`config.mk`:
```
export PLATFORM = sky130hd
export DESIGN_NAME = bus_width_adapter
export DESIGN_NICKNAME = d
export VERILOG_FILES = /design/src/rtl/bwa_pkg.sv /design/src/rtl/bwa_mode_latch.sv /design/src/rtl/bwa_packer.sv /design/src/rtl/bwa_unpacker.sv /design/src/rtl/bus_width_adapter.sv
export SDC_FILE = /design/constraint.sdc
export NUM_CORES = 1
export LEC_CHECK = 0
export ABC_CLOCK_PERIOD_IN_PS = 10300
export CAP_MARGIN = 20
export CELL_PAD_IN_SITES_DETAIL_PLACEMENT = 0
export CELL_PAD_IN_SITES_GLOBAL_PLACEMENT = 2
export CORE_MARGIN = 2
export CORE_UTILIZATION = 35
export CTS_CLUSTER_SIZE = 25
export DETAILED_ROUTE_END_ITERATION = 10
export DONT_BUFFER_PORTS = 1
export PLACE_DENSITY = 0.75
export SYNTH_ARGS = -nofsm -noshare
export SYNTH_HDL_FRONTEND = slang
export SYNTH_SLANG_ARGS = --single-unit
```
`constraint.sdc`:
```
create_clock -name clk -period 10.3 [get_ports clk]
set_clock_uncertainty 0.2 [all_clocks]
set_input_delay 1.545 -clock clk [delete_from_list [all_inputs] [get_ports clk]]
set_output_delay 1.545 -clock clk [all_outputs]
set_load 0.03 [all_outputs]
```
`src/rtl/bwa_pkg.sv`:
```
package bwa_pkg;
    typedef enum logic [2:0] {
        MODE_W36_R36,
        MODE_W36_R18,
        MODE_W36_R9,
        MODE_W18_R36,
        MODE_W9_R36
    } bwa_mode_e;

    typedef enum logic {
        PK_EMPTY,
        PK_PARTIAL
    } pk_state_e;

    typedef enum logic {
        UP_IDLE,
        UP_DRAIN
    } up_state_e;
endpackage

```
`src/rtl/bwa_mode_latch.sv`:
```
module bwa_mode_latch
    import bwa_pkg::*;
#(
    parameter int LANES = 4,
    parameter int UL_W  = 2
) (
    input  logic            clk,
    input  logic            mrst_n,
    input  logic            cfg_bm,
    input  logic            cfg_iw,
    input  logic            cfg_ow,
    input  logic            cfg_le,
    output logic [UL_W-1:0] in_ul,
    output logic [UL_W-1:0] out_ul,
    output logic            big
);
    localparam int FULL_UL = $clog2(LANES);
    localparam int HALF_UL = FULL_UL - 1;

    bwa_mode_e mode_q;
    bwa_mode_e mode_dec;
    logic      big_q;

    always_comb begin
        if (!cfg_bm) begin
            mode_dec = MODE_W36_R36;
        end else begin
            unique case ({cfg_iw, cfg_ow})
                2'b00:   mode_dec = MODE_W36_R18;
                2'b01:   mode_dec = MODE_W36_R9;
                2'b10:   mode_dec = MODE_W18_R36;
                default: mode_dec = MODE_W9_R36;
            endcase
        end
    end

    always_ff @(posedge clk) begin
        if (!mrst_n) begin
            mode_q <= mode_dec;
            big_q  <= !cfg_le;
        end
    end

    always_comb begin
        in_ul  = UL_W'(FULL_UL);
        out_ul = UL_W'(FULL_UL);
        unique case (mode_q)
            MODE_W36_R36: ;
            MODE_W36_R18: out_ul = UL_W'(HALF_UL);
            MODE_W36_R9:  out_ul = '0;
            MODE_W18_R36: in_ul  = UL_W'(HALF_UL);
            MODE_W9_R36:  in_ul  = '0;
            default: ;
        endcase
    end

    assign big = big_q;


    mode_hold_chk: assert property (@(posedge clk) disable iff (!mrst_n)
        mrst_n |=> ($stable(mode_q) && $stable(big_q)));
endmodule

```
`src/rtl/bwa_packer.sv`:
```
module bwa_packer
    import bwa_pkg::*;
#(
    parameter int LANE_W = 9,
    parameter int LANES  = 4,
    parameter int UL_W   = 2,
    parameter int CNT_W  = 2
) (
    input  logic                    clk,
    input  logic                    clr,
    input  logic [UL_W-1:0]         ul,
    input  logic                    big,
    input  logic                    in_en,
    input  logic [LANE_W*LANES-1:0] in_data,
    output logic                    push,
    output logic [LANE_W*LANES-1:0] push_data
);
    localparam int WIDE_W = LANE_W * LANES;

    pk_state_e         state_q, state_d;
    logic [CNT_W-1:0]  cnt_q, cnt_d, last_idx, pos;
    logic [WIDE_W-1:0] asm_q, asm_d, asm_fill;
    logic              commit;

    assign last_idx = CNT_W'((LANES >> ul) - 1);
    assign pos      = big ? (last_idx - cnt_q) : cnt_q;
    assign commit   = in_en && (cnt_q == last_idx);

    always_comb begin
        asm_fill = asm_q;
        for (int L = 0; L < LANES; L++) begin
            if ((L >> ul) == int'(pos)) begin
                asm_fill[L*LANE_W +: LANE_W] =
                    in_data[(L - (int'(pos) << ul))*LANE_W +: LANE_W];
            end
        end
    end

    always_comb begin
        state_d = state_q;
        cnt_d   = cnt_q;
        asm_d   = asm_q;
        if (in_en) begin
            unique case (state_q)
                PK_EMPTY, PK_PARTIAL: begin
                    if (commit) begin
                        state_d = PK_EMPTY;
                        cnt_d   = '0;
                        asm_d   = '0;
                    end else begin
                        state_d = PK_PARTIAL;
                        cnt_d   = cnt_q + 1'b1;
                        asm_d   = asm_fill;
                    end
                end
                default: state_d = PK_EMPTY;
            endcase
        end
    end

    always_ff @(posedge clk) begin
        if (clr) begin
            state_q <= PK_EMPTY;
            cnt_q   <= '0;
            asm_q   <= '0;
        end else begin
            state_q <= state_d;
            cnt_q   <= cnt_d;
            asm_q   <= asm_d;
        end
    end

    always_ff @(posedge clk) begin
        if (clr) begin
            push      <= 1'b0;
            push_data <= '0;
        end else begin
            push <= commit;
            if (commit) push_data <= asm_fill;
        end
    end


    push_after_write_chk: assert property (@(posedge clk) disable iff (clr)
        push |-> $past(in_en));


    clear_drops_partial_chk: assert property (@(posedge clk) disable iff (clr)
        $past(clr) |-> (!push && state_q == PK_EMPTY));
endmodule

```
`src/rtl/bwa_unpacker.sv`:
```
module bwa_unpacker
    import bwa_pkg::*;
#(
    parameter int LANE_W = 9,
    parameter int LANES  = 4,
    parameter int UL_W   = 2,
    parameter int CNT_W  = 2
) (
    input  logic                    clk,
    input  logic                    clr,
    input  logic [UL_W-1:0]         ul,
    input  logic                    big,
    input  logic                    out_en,
    input  logic                    fifo_empty,
    input  logic [LANE_W*LANES-1:0] pop_data,
    output logic                    pop,
    output logic                    out_valid,
    output logic [LANE_W*LANES-1:0] out_data
);
    localparam int WIDE_W = LANE_W * LANES;

    up_state_e         state_q, state_d;
    logic [CNT_W-1:0]  idx_q, idx_d, last_idx, pos;
    logic [WIDE_W-1:0] ent_q, ent_d, src, seg;
    logic              take;

    assign last_idx = CNT_W'((LANES >> ul) - 1);
    assign pos      = big ? (last_idx - idx_q) : idx_q;
    assign pop      = out_en && (state_q == UP_IDLE) && !fifo_empty;
    assign take     = pop || (out_en && (state_q == UP_DRAIN));
    assign src      = (state_q == UP_IDLE) ? pop_data : ent_q;

    always_comb begin
        seg = '0;
        for (int L = 0; L < LANES; L++) begin
            if (L < (1 << ul)) begin
                seg[L*LANE_W +: LANE_W] =
                    src[((int'(pos) << ul) + L)*LANE_W +: LANE_W];
            end
        end
    end

    always_comb begin
        state_d = state_q;
        idx_d   = idx_q;
        ent_d   = ent_q;
        if (take) begin
            unique case (state_q)
                UP_IDLE: begin
                    ent_d = pop_data;
                    if (last_idx != '0) begin
                        state_d = UP_DRAIN;
                        idx_d   = CNT_W'(1);
                    end
                end
                UP_DRAIN: begin
                    if (idx_q == last_idx) begin
                        state_d = UP_IDLE;
                        idx_d   = '0;
                    end else begin
                        idx_d = idx_q + 1'b1;
                    end
                end
                default: state_d = UP_IDLE;
            endcase
        end
    end

    always_ff @(posedge clk) begin
        if (clr) begin
            state_q <= UP_IDLE;
            idx_q   <= '0;
            ent_q   <= '0;
        end else begin
            state_q <= state_d;
            idx_q   <= idx_d;
            ent_q   <= ent_d;
        end
    end

    always_ff @(posedge clk) begin
        if (clr) begin
            out_valid <= 1'b0;
            out_data  <= '0;
        end else begin
            out_valid <= take;
            if (take) out_data <= seg;
        end
    end


    pop_gives_word_chk: assert property (@(posedge clk) disable iff (clr)
        pop |=> out_valid);


    valid_needs_request_chk: assert property (@(posedge clk) disable iff (clr)
        out_valid |-> $past(out_en));
endmodule

```
`src/rtl/bus_width_adapter.sv`:
```
module bus_width_adapter
    import bwa_pkg::*;
#(
    parameter int LANE_W = 9,
    parameter int LANES  = 4
) (
    input  logic                    clk,
    input  logic                    mrst_n,
    input  logic                    prst_n,
    input  logic                    cfg_bm,
    input  logic                    cfg_iw,
    input  logic                    cfg_ow,
    input  logic                    cfg_le,
    input  logic                    in_en,
    input  logic [LANE_W*LANES-1:0] in_data,
    output logic                    push,
    output logic [LANE_W*LANES-1:0] push_data,
    input  logic                    fifo_empty,
    input  logic [LANE_W*LANES-1:0] pop_data,
    output logic                    pop,
    input  logic                    out_en,
    output logic                    out_valid,
    output logic [LANE_W*LANES-1:0] out_data
);
    localparam int UL_W  = $clog2($clog2(LANES) + 1);
    localparam int CNT_W = $clog2(LANES);

    logic            clr;
    logic [UL_W-1:0] in_ul, out_ul;
    logic            big;

    assign clr = !mrst_n || !prst_n;

    bwa_mode_latch #(.LANES(LANES), .UL_W(UL_W)) u_mode (
        .clk(clk), .mrst_n(mrst_n), .cfg_bm(cfg_bm), .cfg_iw(cfg_iw),
        .cfg_ow(cfg_ow), .cfg_le(cfg_le), .in_ul(in_ul), .out_ul(out_ul),
        .big(big)
    );

    bwa_packer #(.LANE_W(LANE_W), .LANES(LANES), .UL_W(UL_W), .CNT_W(CNT_W)) u_pack (
        .clk(clk), .clr(clr), .ul(in_ul), .big(big), .in_en(in_en),
        .in_data(in_data), .push(push), .push_data(push_data)
    );

    bwa_unpacker #(.LANE_W(LANE_W), .LANES(LANES), .UL_W(UL_W), .CNT_W(CNT_W)) u_unpack (
        .clk(clk), .clr(clr), .ul(out_ul), .big(big), .out_en(out_en),
        .fifo_empty(fifo_empty), .pop_data(pop_data), .pop(pop),
        .out_valid(out_valid), .out_data(out_data)
    );
endmodule

```
; Word level (Yosys, flattened, before mapping)
; Index checks and enable logic that the tools add are counted.
[op_classes]
mux = 22
n_reduce_logical = 13
n_shift = 17
div = 0
n_mul = 8
magnitude_cmp = 4
n_addsub = 13
n_bitwise = 1
n_eq_ne = 13
[ops]
columns = op, n
row1 = $shiftx A36 B32 Y9, 8
row2 = $mul A32 B5 Y32 const B, 8
row3 = $eq A32 B3 Y1, 4
row4 = $mux W36, 2
row5 = $mux W9, 8
row6 = $add A32 B3 Y32 const B, 2
row7 = $lt A3 B32 Y1 const A, 2
row8 = $shl A2 B2 Y32, 2
row9 = $shr A1 B2 Y32 const A, 2
row10 = $shr A2 B2 Y32 const A, 2
row11 = $sub A3 B32 Y32 const A, 2
row12 = $add A32 B2 Y32 const B, 1
row13 = $lt A1 B32 Y1 const A, 1
row14 = $lt A2 B32 Y1 const A, 1
row15 = $shl A1 B2 Y32 const A, 1
row16 = $sub A1 B32 Y32 const A, 1
row17 = $sub A2 B32 Y32 const A, 1
row18 = $pmux W2 S2, 3
row19 = $mux W2, 5
row20 = $pmux W3 S3, 1
row21 = $eq A3 B2 Y1 const B, 2
row22 = $shr A3 B2 Y2 const A, 2
row23 = $add A2 B1 Y2 const B, 2
row24 = $eq A2 B2 Y1, 2
row25 = 16 further kinds, 26
[word_totals]
inputBits = 82
output_inout_bits = 75
elab_cells = 102
ramBits = 0
register_bits = 155
mem_count = 0
latch_bits = 0
mem_bits_ro = 0

; Depth between registers and ports, before layout
; Gate-level depths: netlist of the first run.
[logic_depth]
word_depth = 12
depth_mapped = 36
depth_no_buf = 28

; Modules after synthesis
; A second synthesis of the first run with hierarchy kept.
[hier_totals]
cells_unflattened = 2581
area_unflattened_um2 = 20559.7
[by_module_without_submodules]
columns = mod, area_each_um2, cells_per_inst, seq_area_each_um2, instances
row1 = bwa_packer, 10740.3, 1357, 1501.4, 1
row2 = bwa_unpacker, 9579.2, 1202, 1521.5, 1
row3 = bwa_mode_latch, 236.5, 21, 120.1, 1
row4 = bus_width_adapter, 3.8, 1, 0.0, 1

; Worst setup path before layout of the first run
; No wires, ideal clock.
[synth_timing]
path_type = reg-to-reg
start = reg u_mode.mode_q[1]
end = reg u_pack.push_data[7]
n_path_buf = 7
period_less_slack_ps = 7714
path_stages_with_launch = 34
setup_time_ps = 92
required_ps = 10008
arrival_ps = 7422
setup_slack_ps = 2586
path_cell_list = edfxtp_1 buf_4 or3b_1 clkbuf_1 nand2_1 inv_1 ha_1 and2_1 or2_2 clkbuf_1 inv_1 ha_1 nand4b_1 nand2_2 inv_2 buf_1 buf_1 ha_1 xnor2_1 clkinv_1 clkbuf_1 ha_1 ha_1 a21oi_1 a211oi_1 nor2_2 mux2i_4 buf_6 a22oi_1 and2_1 o32a_1 a31oi_1 nor4_1 nor4_1
[synth_between]
elab_chain_len = 11
word_cells_on_any_way = 16
classes_between = add/sub (3) / mul (1) / eq/ne (4) / shift (4) / mux (3) / reduce/logical (1)
[synth_lines]
columns = item, line_no
row1 = start: declaration, bwa_mode_latch.sv:20  ; bwa_mode_e mode_q;
row2 = start signal: assignment, bwa_mode_latch.sv:39  ; mode_q <= mode_dec;
row3 = $eq A3 B3 Y1 or $eq A3 B2 Y1 (tied branches), bwa_mode_latch.sv:47  ; unique case (mode_q)
row4 = $pmux W2 S2 *, bwa_mode_latch.sv:47
row5 = $shr A3 B2 Y2, bwa_packer.sv:25  ; assign last_idx = CNT_W'((LANES >> ul) - 1);
row6 = $sub A2 B2 Y2, bwa_packer.sv:25
row7 = $sub A2 B2 Y2, bwa_packer.sv:26  ; assign pos = big ? (last_idx - cnt_q) : cnt_q;
row8 = $mux W2, bwa_packer.sv:26
row9 = $shl A2 B2 Y32, bwa_packer.sv:34  ; in_data[(L - (int'(pos) << ul))*LANE_W +: LANE_W];
row10 = $sub A1 B32 Y32, bwa_packer.sv:34
row11 = $mul A32 B5 Y32, bwa_packer.sv:34
row12 = $shiftx A36 B32 Y9, bwa_packer.sv:34
row13 = $mux W9, bwa_packer.sv:32  ; if ((L >> ul) == int'(pos)) begin
row14 = end signal: assignment, bwa_packer.sv:79  ; if (commit) push_data <= asm_fill;
row15 = end: declaration, bwa_packer.sv:16  ; output logic [LANE_W*LANES-1:0] push_data
; Mark *: on every way between the ends. The rest lies on a longest branch, timed or not.
; A chain may end at the register's enable or synchronous reset.

; Final worst setup path of the first run
[layout_timing]
start = reg u_mode.mode_q[1]
end = reg u_pack.asm_q[0]
[layout_between]
elab_chain_len = 12
word_cells_on_any_way = 17
classes_between = add/sub (3) / mul (1) / eq/ne (4) / shift (4) / mux (4) / reduce/logical (1)
[layout_lines]
columns = item, line_no
row1 = $eq A3 B3 Y1 or $eq A3 B2 Y1 (tied branches), bwa_mode_latch.sv:47
row2 = $pmux W2 S2 *, bwa_mode_latch.sv:47
row3 = $shr A3 B2 Y2, bwa_packer.sv:25
row4 = $sub A2 B2 Y2, bwa_packer.sv:25
row5 = $sub A2 B2 Y2, bwa_packer.sv:26
row6 = $mux W2, bwa_packer.sv:26
row7 = $shl A2 B2 Y32, bwa_packer.sv:34
row8 = $sub A1 B32 Y32, bwa_packer.sv:34
row9 = $mul A32 B5 Y32, bwa_packer.sv:34
row10 = $shiftx A36 B32 Y9, bwa_packer.sv:34
row11 = $mux W9, bwa_packer.sv:32
row12 = $mux W36 *, bwa_packer.sv:46  ; if (commit) begin
row13 = end signal: assignment, bwa_packer.sv:69  ; asm_q <= asm_d;
row14 = end: declaration, bwa_packer.sv:22  ; logic [WIDE_W-1:0] asm_q, asm_d, asm_fill;
; Marked as above.

==> results.yml, run 1 <==
job:
  drv_cap: 0
timing:
  setup_ws_ps: 798
  setup_viol_count_final: 0
  period_share: 0.923
  max_freq_mhz: 105
  fin_tns_setup_ps: 0
  rsz0062_at_grt: "false"
  period_needed_ps: 9500
  hold_viol_final: 0
  relSlewSlack: 0.183
  worstMarginPinSlew_ps: 1230
  hold_slack_ps: 246
  slew_viol_final: 0
final_layout:
  final_common_cell: "nand2_1"
  fill_cells: 5993
  nNetsFinal: 2689
  layout_common_cells: "nand2_1, a21oi_1, nor2_1"
  area_delta_synth_final_pct: 5.02
  drive_gt1_frac: 0.110
  fin_area_um2: 21100
grt:
  grt_pass1_wl_um: 136000
  grt_pass1_vias: 20500
  grt_overflow_total: 0
  grt_max_degree: 81
  grt_use_total: 0.299
  grt_antenna_before_repair: 0
logic_synthesis:
  ys_ff_latch: 155
  netlist_instances: 2701
  synth.cell_area_um2: 20100
  yosysSeqAreaShare: 0.156
  avgSynthCellArea_um2: 7.45
  synth.distinct_cells: 101
  yosysWarnings: 0
  synth.top_cell.area_share: 0.150
  synth-main-ff-cell: "dfxtp_1"
  yosysTopAreaCell: "dfxtp_1"
  synth_edf_count: 4
  ys_async_sr_fraction: 0
  synthTopCellsByArea: "dfxtp_1, mux4_2, nand2_1, a21oi_1, mux2i_1"
setup_path:
  crit_required_ps: 10480
  cp-start-kind: "register"
  crit_path_frequent_cell: "ha_1"
  cp-end-kind: "register"
  crit_path_max_incr_delay_ps: 1040
  crit_fanout: 30
  crit_type: "reg -> reg"
  cp.arrival_ps: 9690
  critPathSlowestCell: "edfxtp_1"
route:
  vias: 21900
  via_per_inst: 6.62
  routedWlPerCell_um: 27.7
  drt_iter0_markers: 2332
  wl_um: 91700
  first_pass_iters: 6
  drc_errors: 0
  ant_nets: 0
pwr:
  power_leakage_nw: 7.74
  ir_drop_mv: 0.131
  powerDensity_nw_per_um2: 177
placed_design:
  io_buffer_count: 0
  place_area_um2: 20500
  place_hpwl_um: 68300
  place_ws_ps: 1050
  gp_congestion: 0.968
clocking:
  post_cts_resized: 0
  cts_sinks: 155
  htreeDepth: 4
  cts_inserted_buffers: 17
  cts_tree: "yes"
  cts_hold_buf: 0
  insertion_delay_ps: 470
  cts_max_path_buffers: 2
  cts.root.buffer_cell: "clkbuf_16"
  cts.reportedPaths.clkPinSlew_ps: 80
  postCtsSetupBuffers: 0
floorplan:
  placementRows: 87
  die-area_um2: 59400
  core_area_um2: 56600
  die_w_um: 244
  initial_core_util: 0.356
  ios: 157
  dieHeight_um: 244
hold_path:
  hp-class: "reg -> reg"
outcome:
  status: "completed"
synthesized netlist by cell type, drive strengths merged (10+ instances only):
| master | number |
|---|---|
| and3 | 17 |
| o221ai | 18 |
| a32o | 13 |
| o22ai | 37 |
| a32oi | 26 |
| buf | 80 |
| a21oi | 277 |
| nand2b | 13 |
| mux4 | 110 |
| a211oi | 71 |
| or3 | 10 |
| a21boi | 17 |
| ha | 61 |
| nor2 | 241 |
| mux2 | 27 |
| and2 | 31 |
| nand2 | 401 |
| clkbuf | 161 |
| nand3 | 85 |
| inv | 51 |
| a221o | 10 |
| nor4 | 11 |
| nor3 | 90 |
| mux2i | 121 |
| a22o | 22 |
| xor2 | 16 |
| o21a | 14 |
| a21o | 28 |
| xnor2 | 26 |
| a22oi | 22 |
| dfxtp | 151 |
| a2111oi | 11 |
| o211ai | 27 |
| o21ai | 150 |
| o31ai | 18 |
| a31oi | 36 |
| nand4 | 17 |
| a221oi | 42 |
metal layers:
metal | part of all wire | GRT usage
met4 | 0.049 | 0.133
met5 | 0 | 0
met1 | 0.41 | 0.384
met2 | 0.46 | 0.487
met3 | 0.081 | 0.0564
power by group:
group	switching [mW]	internal [mW]
Sequential	0.0516	0.626
Combinational	1.57	0.827
Clock	0.318	0.344
state kept, by name, indices dropped and copies added, names as in the netlist:
name	count
u_mode.mode_q	3
u_pack.push	1
u_pack.push_data	36
u_pack.asm_q	36
u_unpack.ent_q	36
u_mode.big	1
u_unpack.out_valid	1
u_unpack.out_data	36
u_pack.cnt_q	2
u_unpack.idx_q	2
u_unpack.state_q	1
final timing paths:
kind	cells past startpoint	slack, ps	startpoint	endpoint
worst max register to register	29	800	u_mode.mode_q[1]	u_pack.asm_q[0]
worst min-delay path	2	250	u_pack.asm_q[5]	u_pack.asm_q[5]
worst min register to register	2	250	u_pack.asm_q[5]	u_pack.asm_q[5]
worst max-delay path	29	800	u_mode.mode_q[1]	u_pack.asm_q[0]
per-stage QoR:
| step | utilization | power, mW | instances |
|---|---|---|---|
| final | 0.373 | 3.73 | 3310 |
| after global routing | 0.373 | 3.96 | 3308 |
| after CTS | 0.373 | 3.70 | 3307 |
| after detailed placement | 0.363 | 3.03 | 3275 |
| after global placement | 0.363 | 3.03 | 3275 |
| after floorplan | - | 2.40 | 2708 |
cell type report:
type / instances / area (µm²) / share of cell area
Sequential cell: 155 / 3140 / 0.149
Multi-Input combinational cell: 2255 / 15800 / 0.749
Tap cell: 756 / 946 / 0.0448
Timing Repair Buffer: 53 / 402 / 0.0190
Clock buffer: 18 / 429 / 0.0203
Antenna cell: 2 / 5.00 / 0.000237
Inverter: 57 / 216 / 0.0102
Clock inverter: 14 / 155 / 0.00734
cell families (layout without fill, tap and decap cells):
group | Yosys count | in the layout | share of synthesized area
AOI/OAI and AO/OA | 909 | 909 | 0.300
xor gates and xnor gates | 44 | 44 | 0.0237
adders and majority gates | 68 | 68 | 0.0449
buffers and inverters | 298 | 142 | 0.0608
DFF | 155 | 155 | 0.156
muxes | 258 | 258 | 0.199
other | 2 | 11 | 0.000373
and+or+nand+nor | 967 | 967 | 0.215
worst max-delay path, delay by kind of cell (launching register included):
family | cells | cell delay, ps
AO/OA/AOI/OAI | 7 | 1880
adder cells (fa/ha/maj) | 6 | 1930
flip-flops | 1 | 1040
buffers and inverters | 6 | 1250
AND/OR/NAND/NOR | 9 | 2280
multiplexers | 1 | 800
Power figures use the tool's default switching activity.
==> run 2: changes to the inputs <==
--- a/constraint.sdc
+++ b/constraint.sdc
@@ -3,3 +3,3 @@
 set_input_delay 1.545 -clock clk [delete_from_list [all_inputs] [get_ports clk]]
 set_output_delay 1.545 -clock clk [all_outputs]
-set_load 0.03 [all_outputs]
+set_load 0.05 [all_outputs]
==> results.yml, run 2 (same netlist as run 1, synthesis figures left out) <==
outcome:
  status: "completed"
clocking:
  cts_inserted_buffers: 17
  htreeDepth: 4
  insertion_delay_ps: 500
  cts_sinks: 155
  cts_max_path_buffers: 2
  cts.reportedPaths.clkPinSlew_ps: 80
  post_cts_resized: 0
  cts_tree: "yes"
  cts.root.buffer_cell: "clkbuf_16"
pwr:
  powerDensity_nw_per_um2: 180
  switching_share: 0.527
  power_frac_clock: 0.182
  p_comb_frac: 0.637
  switching_power_mw: 2.01
  power_leakage_nw: 7.75
  pwr-share-seq: 0.182
  ir_drop_mv: 0.148
  internal-power_mw: 1.81
route:
  wl_um: 93600
  drt_iter0_markers: 2253
  routedWlPerCell_um: 28.3
  drc_errors: 0
  ant_nets: 0
  vias: 22100
  via_per_inst: 6.69
  first_pass_iters: 6
placed_design:
  place_inst: 3272
  gp_congestion: 0.978
  place_hpwl_um: 69300
  io_buffer_count: 0
floorplan:
  die_w_um: 244
  dieHeight_um: 244
  core_area_um2: 56600
  placementRows: 87
  ios: 157
  die-area_um2: 59400
  initial_core_util: 0.356
timing:
  hold_viol_final: 0
  max_freq_mhz: 106
  worstMarginPinSlew_ps: 1140
  setup_viol_count_final: 0
  rsz0062_at_grt: "false"
  period_needed_ps: 9430
  slew_viol_final: 0
  fin_tns_setup_ps: 0
  relSlewSlack: 0.231
  period_share: 0.915
grt:
  grt_antenna_before_repair: 2
  grt_max_degree: 83
  grt_pass1_vias: 20700
  grt_overflow_total: 0
  grt_use_total: 0.305
  grt_pass1_wl_um: 138000
setup_path:
  crit_start: "u_mode.mode_q[0]"
  cp-end-kind: "register"
  cp.arrival_ps: 9630
  rr_worst_depth: 30
  crit_required_ps: 10510
  r2r_slack_ps: 870
  crit_fanout: 33
  critPathSlowestCell: "edfxtp_1"
  r2r-start: "u_mode.mode_q[0]"
  r2r-end: "u_pack.asm_q[0]"
  cp-start-kind: "register"
  critPathCapture: "u_pack.asm_q[0]"
  crit_path_max_incr_delay_ps: 900
  crit_type: "reg -> reg"
final_layout:
  finalNonFillerCells: 3307
  final_common_cell: "nand2_1"
  layout_common_cells: "nand2_1, a21oi_1, nor2_1"
  nNetsFinal: 2687
  final_util: 0.374
  area_delta_synth_final_pct: 5.19
  fill_cells: 6039
  drive_gt1_frac: 0.110
hold_path:
  hp-class: "reg -> reg"
job:
  drv_cap: 0
[run 2: timing repair]
item                                    CTS  global route
endpoints found under the setup margin    0             2
hold buffers                              0             0
buffers inserted                          0             1
[run 2: how the worst min path moves through the flow]
stage / startpoint / endpoint / slack (ps) / depth (start not counted)
after global placement: u_pack.asm_q[5] / u_pack.asm_q[5] / 220 / 2
after CTS: u_pack.asm_q[5] / u_pack.asm_q[5] / 240 / 2
after detailed placement: u_pack.asm_q[5] / u_pack.asm_q[5] / 230 / 2
after global routing: u_pack.asm_q[9] / u_pack.asm_q[9] / 270 / 2
after floorplan: u_pack.asm_q[5] / u_pack.asm_q[5] / 220 / 2
final: u_pack.asm_q[9] / u_pack.asm_q[9] / 250 / 2
[run 2: power by group through the flow]
stage	logic, mW	clock network (mW)	registers (mW)
2_1_floorplan	1.73	0	0.694
3_3_place_gp	2.36	0	0.709
3_5_place_dp	2.35	0	0.710
4_1_cts	2.36	0.713	0.696
5_1_grt	2.62	0.733	0.698
6_report	2.43	0.694	0.695
[run 2: worst max-delay path, delay by kind of cell (launching register included)]
kind,cells,cell delay [ps]
AOI/OAI and AO/OA,8,2000
muxes,1,640
and+or+nand+nor,8,2250
DFF,1,900
buffers and inverters,8,1570
adders and majority gates,5,1750
[run 2: final cells by class]
cell class	count	area (µm²)	area share
multi-input combinational	2256	15900	0.749
sequential	155	3140	0.148
tap	756	946	0.0447
clock buffer	17	425	0.0201
timing repair buffer	50	379	0.0179
inverter	57	216	0.0102
clock inverter	15	205	0.00969
antenna	1	2.50	0.000118
[run 2: per-stage QoR]
stage	area [µm²]	power, mW	hold slack (ps)	setup WS [ps]
2_1_floorplan	20200	2.42	215	2590
6_report	21200	3.82	254	874
3_5_place_dp	20500	3.06	232	922
4_1_cts	21100	3.77	244	902
5_1_grt	21200	4.05	272	69.2
3_3_place_gp	20500	3.07	223	1260
[run 2: layer usage]
| metal | wire (µm) | vias up | GRT usage |
|---|---|---|---|
| met5 | 0 | - | 0 |
| met4 | 3540 | 0 | 0.113 |
| met3 | 8140 | 177 | 0.0733 |
| met2 | 43800 | 1151 | 0.500 |
| met1 | 38200 | 10900 | 0.387 |
| li1 | - | 9940 | - |
